===== src/rtl/fop_pkg.sv =====
package fop_pkg;

    typedef enum logic [1:0] {
        LD_SERIAL   = 2'd0,
        LD_PRESET   = 2'd1,
        LD_PARALLEL = 2'd2
    } load_method_e;

    typedef struct packed {
        load_method_e method;
        logic [1:0]   preset_sel;
    } load_cfg_t;

    // Select-pin decode: mode low -> serial; mode high -> 11 parallel, else preset
    function automatic load_cfg_t decode_cfg(input logic mode_hi, input logic [1:0] sel);
        load_cfg_t c;
        c.preset_sel = sel;
        if (!mode_hi)          c.method = LD_SERIAL;
        else if (sel == 2'b11) c.method = LD_PARALLEL;
        else                   c.method = LD_PRESET;
        return c;
    endfunction

    function automatic logic [7:0] preset_amount(input logic [1:0] sel);
        case (sel)
            2'b00:   return 8'd64;
            2'b01:   return 8'd16;
            2'b10:   return 8'd8;
            default: return 8'd0;
        endcase
    endfunction

endpackage


===== src/rtl/fop_mode_latch.sv =====
module fop_mode_latch
    import fop_pkg::*;
(
    input  logic       clk,
    input  logic       rst,
    input  logic       mode_i,
    input  logic [1:0] sel_i,
    output load_cfg_t  cfg_o
);

    always_ff @(posedge clk) begin
        if (rst) cfg_o <= decode_cfg(mode_i, sel_i);
    end

    AST_CFG_HELD: assert property (@(posedge clk) disable iff (rst)
        !$past(rst) |-> $stable(cfg_o)) else $error("cfg changed outside reset");

endmodule


===== src/rtl/fop_serial_chain.sv =====
module fop_serial_chain #(
    parameter int CHAIN_W = 40
) (
    input  logic               clk,
    input  logic               rst,
    input  logic               shift_en,
    input  logic               shift_bit,
    output logic [CHAIN_W-1:0] chain_q,
    output logic               full
);

    localparam int CNT_W = $clog2(CHAIN_W + 1);
    localparam logic [CNT_W-1:0] LAST = CNT_W'(CHAIN_W - 1);

    logic [CNT_W-1:0] cnt_q;

    always_ff @(posedge clk) begin
        if (rst) begin
            chain_q <= '0;
            cnt_q   <= '0;
            full    <= 1'b0;
        end else if (shift_en && !full) begin
            chain_q <= {chain_q[CHAIN_W-2:0], shift_bit};
            cnt_q   <= cnt_q + 1'b1;
            if (cnt_q == LAST) full <= 1'b1;
        end
    end

    AST_CNT_LIMIT: assert property (@(posedge clk) disable iff (rst)
        cnt_q <= CNT_W'(CHAIN_W)) else $error("shift count overran");
    AST_FULL_NEEDS_SHIFT: assert property (@(posedge clk) disable iff (rst)
        $rose(full) |-> $past(shift_en)) else $error("full without shift");
    AST_NO_SHIFT_WHEN_FULL: assert property (@(posedge clk) disable iff (rst)
        full |=> $stable(chain_q) && full) else $error("chain moved after full");

endmodule


===== src/rtl/fop_parallel_load.sv =====
module fop_parallel_load #(
    parameter int OFS_W  = 20,
    parameter int DATA_W = 36
) (
    input  logic              clk,
    input  logic              rst,
    input  logic              load_en,
    input  logic [DATA_W-1:0] word,
    output logic [OFS_W-1:0]  x_q,
    output logic [OFS_W-1:0]  y_q,
    output logic              loaded
);

    localparam int HALF_W = DATA_W / 2;

    always_ff @(posedge clk) begin
        if (rst) begin
            x_q    <= '0;
            y_q    <= '0;
            loaded <= 1'b0;
        end else if (load_en && !loaded) begin
            x_q    <= OFS_W'(word[HALF_W-1:0]);
            y_q    <= OFS_W'(word[2*HALF_W-1:HALF_W]);
            loaded <= 1'b1;
        end
    end

    AST_PAR_FROZEN: assert property (@(posedge clk) disable iff (rst)
        loaded |=> $stable(x_q) && $stable(y_q)) else $error("parallel reload");
    AST_PAR_NEEDS_WRITE: assert property (@(posedge clk) disable iff (rst)
        $rose(loaded) |-> $past(load_en)) else $error("load without write");

endmodule


===== src/rtl/flag_offset_programmer.sv =====
module flag_offset_programmer
    import fop_pkg::*;
#(
    parameter int OFS_W  = 20,
    parameter int DATA_W = 36
) (
    input  logic              clk,
    input  logic              rst,
    input  logic              cfg_mode,
    input  logic              sel_hi_sen_n,
    input  logic              sel_lo_sdata,
    input  logic              wr_en,
    input  logic [DATA_W-1:0] wr_data,
    output logic [OFS_W-1:0]  ofs_x,
    output logic [OFS_W-1:0]  ofs_y,
    output logic              ofs_done
);

    localparam int CHAIN_W = 2 * OFS_W;

    load_cfg_t          cfg_q;
    logic [CHAIN_W-1:0] chain;
    logic               ser_full;
    logic [OFS_W-1:0]   par_x, par_y;
    logic               par_done;
    logic               pre_done;
    logic [OFS_W-1:0]   pre_val;

    fop_mode_latch i_mode (
        .clk    (clk),
        .rst    (rst),
        .mode_i (cfg_mode),
        .sel_i  ({sel_hi_sen_n, sel_lo_sdata}),
        .cfg_o  (cfg_q)
    );

    fop_serial_chain #(.CHAIN_W(CHAIN_W)) i_chain (
        .clk       (clk),
        .rst       (rst),
        .shift_en  ((cfg_q.method == LD_SERIAL) && !sel_hi_sen_n),
        .shift_bit (sel_lo_sdata),
        .chain_q   (chain),
        .full      (ser_full)
    );

    fop_parallel_load #(.OFS_W(OFS_W), .DATA_W(DATA_W)) i_par (
        .clk     (clk),
        .rst     (rst),
        .load_en ((cfg_q.method == LD_PARALLEL) && wr_en),
        .word    (wr_data),
        .x_q     (par_x),
        .y_q     (par_y),
        .loaded  (par_done)
    );

    // Preset completes on the first edge after reset release
    always_ff @(posedge clk) begin
        if (rst) pre_done <= 1'b0;
        else if (cfg_q.method == LD_PRESET) pre_done <= 1'b1;
    end

    assign pre_val = OFS_W'(preset_amount(cfg_q.preset_sel));

    always_comb begin
        case (cfg_q.method)
            LD_PRESET: begin
                ofs_x    = pre_val;
                ofs_y    = pre_val;
                ofs_done = pre_done;
            end
            LD_PARALLEL: begin
                ofs_x    = par_x;
                ofs_y    = par_y;
                ofs_done = par_done;
            end
            default: begin
                ofs_x    = chain[OFS_W-1:0];
                ofs_y    = chain[CHAIN_W-1:OFS_W];
                ofs_done = ser_full;
            end
        endcase
    end

    AST_DONE_LOW_IN_RESET: assert property (@(posedge clk)
        rst |=> !pre_done && !par_done && !ser_full) else $error("done set in reset");
    AST_DONE_STICKY: assert property (@(posedge clk) disable iff (rst)
        ofs_done |=> ofs_done && $stable(ofs_x) && $stable(ofs_y)) else $error("done not sticky");
    AST_PRESET_DONE: assert property (@(posedge clk) disable iff (rst)
        (cfg_q.method == LD_PRESET) |=> ofs_done) else $error("preset not done");

endmodule


===== config.mk =====
export PLATFORM = sky130hd
export DESIGN_NAME = flag_offset_programmer
export DESIGN_NICKNAME = d
export VERILOG_FILES = /design/src/rtl/fop_pkg.sv /design/src/rtl/fop_mode_latch.sv /design/src/rtl/fop_serial_chain.sv /design/src/rtl/fop_parallel_load.sv /design/src/rtl/flag_offset_programmer.sv
export SDC_FILE = /design/constraint.sdc
export NUM_CORES = 1
export LEC_CHECK = 0
export BUFFER_PORTS_ARGS = -buffer_cell sky130_fd_sc_hd__buf_2
export CORE_MARGIN = 4
export CORE_UTILIZATION = 47
export DETAILED_ROUTE_END_ITERATION = 12
export PLACE_DENSITY = 0.83
export REMOVE_ABC_BUFFERS = 1
export SLEW_MARGIN = 10
export SYNTH_ARGS = -nofsm -noshare
export SYNTH_HDL_FRONTEND = slang
export SYNTH_SLANG_ARGS = --single-unit

===== constraint.sdc =====
create_clock -name clk -period 3.1 [get_ports clk]
set_input_delay 0.155 -clock clk [delete_from_list [all_inputs] [get_ports clk]]
set_output_delay 0.155 -clock clk [all_outputs]
set_load 0.01 [all_outputs]

==> results.cfg <==
[cells_and_area]
ff_latch_area_mm2 = 0.00182
finish.net_count = 625
antenna_cells_inserted = 0
layout-area-overhead-vs-synth_pct = 19.2
multi_input_area_mm2 = 0.00169
utilization_pct = 57.9
fraction_of_layout_instances_using_a_drive_strength_above_1_pct = 18.9
n_fill_cell = 775

[global_route]
number_of_global_route_vias_before_repair = 3307
grt_pass1_wl_mm = 14.2
grt_overflow_total = 0
grt_max_degree = 51
number_of_antenna_violations_at_the_first_check_in_global_routing = 0
groute.usage.overall_pct = 17.7

[setup_path]
worst-endpoint-required_ns = 2.94
critPathSlowestCell = sky130_fd_sc_hd__ha_2
critical_path.max_stage_delay_ns = 0.74
cp_cell_sequence = inv_1, ha_2, buf_12, nand3_1, o21ai_0, buf_2
cp_max_fo = 43
worstSetupEndpointType = primary output
crit_buf_inv = 3
critical_setup_path_kind = register to primary output
crit_arrival_ns = 2.22
crit_start_category = register
cpLargestDelayFamily = adder cells

[clock_tree]
cts_hold_repair.buffers = 0
clk_pin_slew_worst_paths_ns = 0.08
ctsLongestPathBuffers = 2
clk_latency_ns = 0.34
post-cts-setup-buffer-count = 0
cts.root.buffer_cell = sky130_fd_sc_hd__clkbuf_8
post_cts_resized = 0
clock_buffers_created_by_tritoncts = 9
tritoncts = yes
cts-htree-levels = 3
clock-sinks = 89

[placement]
port_buffers = 82
globalplace.congestion = 0.759
hpwlAfterDp_mm = 5.81
dp_slack_ns = 1.05

[job]
maxCapViolCount = 0

[floorplan]
rows = 32
start_util_pct = 48.6
fp.dieH_um = 97.6
die-area_mm2 = 0.00953
design.core.area_mm2 = 0.00777
die_width_um = 97.6
boundaryPins = 83

[drt]
detailedRoute.firstPassIterationCount = 4
via_count = 3437
via_per_inst = 5.02
drt_first_iter_violations = 157
drt-total-wl_mm = 8.42
route.detailed.wl_per_inst_um = 12.3
drcViolationCount = 0
detail-route-antenna-nets = 0

[synth]
number_of_flip_flops_and_latches_in_the_synthesized_netlist = 89
post_synth_xor_area_fraction_pct = 0.232
synth_top_family_by_area = simple AND/OR/NAND/NOR gates
seq_area_frac_synth_pct = 48.3
synth_enable_flop_cells = 4
netlist-cell-type-count = 32
adder_and_majority_cell_fraction_of_the_synthesized_area_pct = 1.66
netlist_instances = 513
yosys_warnings = 0
synth_compound_area_share_pct = 16.5
synthesis.area_mm2 = 0.00377
yosys_most_used_dff = sky130_fd_sc_hd__dfxtp_1
yosys-mux-area-fraction_pct = 0.298
synth.avg_cell_area_um2 = 7.36
yosys.area_share.simple_pct = 25.9
async_flop_share_pct = 0

[sta]
timing.final.setup_violations = 0
highest_attainable_clock_frequency_mhz = 422
finClkSkew_ns = 0.00819
worst_pin_slew_ns = 0.937
max-slew-margin-rel_pct = 37.5
final_hold_viol_count = 0
fin_ws_ns = 0.728
final_period_minus_worst_setup_slack_ns = 2.37
finalCritPeriodShare_pct = 76.5
tns_ns = 0
slew_violations = 0
rsz0062_at_grt = no

[power]
powerDensity_mw_per_mm2 = 510
max-vdd-ir-drop_mv = 0.290
cellLeakagePower_uw = 0.00170
power_uw = 2300

[status]
run_status = complete, no violations

[hold_path]
worst_hold_path_type = input pin to register
## registers in the layout, summed over array words and instances (netlist names)
register / cells
i_chain.cnt_q: 6
i_mode.cfg_o: 4
i_chain.full: 1
pre_done: 1
i_par.loaded: 1
i_chain.chain_q: 40
i_par.x_q: 18
i_par.y_q: 18
## power breakdown
part | internal (µW) | switching, µW
sequential | 1180 | 14.4
combinational | 73.6 | 145
clock | 496 | 390
total | 1750 | 549
## cell type report
type | count | share of cell area [%]
Sequential cell | 89 | 40.5
Timing Repair Buffer | 92 | 11.3
Clock buffer | 10 | 3.31
Tap cell | 102 | 2.84
Inverter | 33 | 2.75
Multi-Input combinational cell | 353 | 37.5
Clock inverter | 5 | 1.72
## worst paths after layout
path                                   endpoint  cells after the start  slack (ns)                          start
setup / recovery                      ofs_x[11]                      6        0.73  i_mode.cfg_o[3]$_SDFFCE_PN0P_
hold / removal        i_mode.cfg_o[0]$_DFFE_PP_                      1        0.04                   sel_lo_sdata
setup reg to reg  i_chain.cnt_q[2]$_SDFFE_PP0P_                      6        1.05  i_mode.cfg_o[3]$_SDFFCE_PN0P_
hold reg to reg      i_par.y_q[17]$_SDFFE_PP0P_                      2        0.46     i_par.y_q[17]$_SDFFE_PP0P_
## logic make-up (layout without fill, tap and decap cells)
logic type	count (synthesis)	after routing
XOR/XNOR	1	1
multiplexers	1	1
flip-flops	89	89
AO/OA/AOI/OAI	120	120
buffers and inverters	71	140
AND/OR/NAND/NOR	226	226
adder cells (fa/ha/maj)	5	5
## routing by layer
metal / GRT usage (%) / up-vias / share of wire [%]
li1: - / 1796 / -
met1: 20.8 / 1562 / 45
met2: 31.7 / 69 / 49
met3: 3.52 / 10 / 4.4
met4: 6.82 / 0 / 1.3
met5: 0 / - / 0
## synthesized netlist by cell type (2+ instances only)
cell type / n / share of area (%)
sky130_fd_sc_hd__a21oi_1: 82 / 11
sky130_fd_sc_hd__edfxtp_1: 4 / 3.2
sky130_fd_sc_hd__buf_2: 4 / 0.53
sky130_fd_sc_hd__dfxtp_1: 85 / 45
sky130_fd_sc_hd__or3_1: 2 / 0.33
sky130_fd_sc_hd__a311o_1: 2 / 0.53
sky130_fd_sc_hd__buf_1: 2 / 0.20
sky130_fd_sc_hd__nor2b_1: 7 / 1.2
sky130_fd_sc_hd__inv_1: 33 / 3.3
sky130_fd_sc_hd__nand2b_1: 4 / 0.66
sky130_fd_sc_hd__nand3_1: 39 / 5.2
sky130_fd_sc_hd__nor2_1: 7 / 0.70
sky130_fd_sc_hd__nand2_1: 156 / 16
sky130_fd_sc_hd__o21ai_0: 32 / 4.2
sky130_fd_sc_hd__nand4b_1: 2 / 0.46
sky130_fd_sc_hd__clkbuf_1: 32 / 3.2
sky130_fd_sc_hd__ha_1: 5 / 1.7
## placed cells by master (no fill, tap or decap), drive strengths merged
master	n
or4	1
or3	2
xnor2	1
nor3	1
nand4b	2
mux2	1
buf	92
a21boi	1
o31ai	1
dfxtp	85
nand3	39
nor3b	2
a41oi	1
nor2	7
bufinv	2
a21oi	82
and3	1
a311o	2
nor2b	7
clkinv	2
edfxtp	4
a22oi	1
or3b	1
nand2	156
clkbuf	10
inv	33
nand3b	1
o21ai	32
nand4	1
clkinvlp	1
nand2b	4
and3b	1
ha	5
## stage by stage
step | hold WS [ns] | cell area (µm²) | cells
final | 0.0388 | 4500 | 684
after global routing | 0.0105 | 4500 | 684
after detailed placement | 0.383 | 4270 | 669
after CTS | 0.0142 | 4500 | 684
after global placement | 0.386 | 4270 | 669
after floorplan | 0.224 | 3630 | 475
Note: power is estimated with default switching activity, not from simulation.
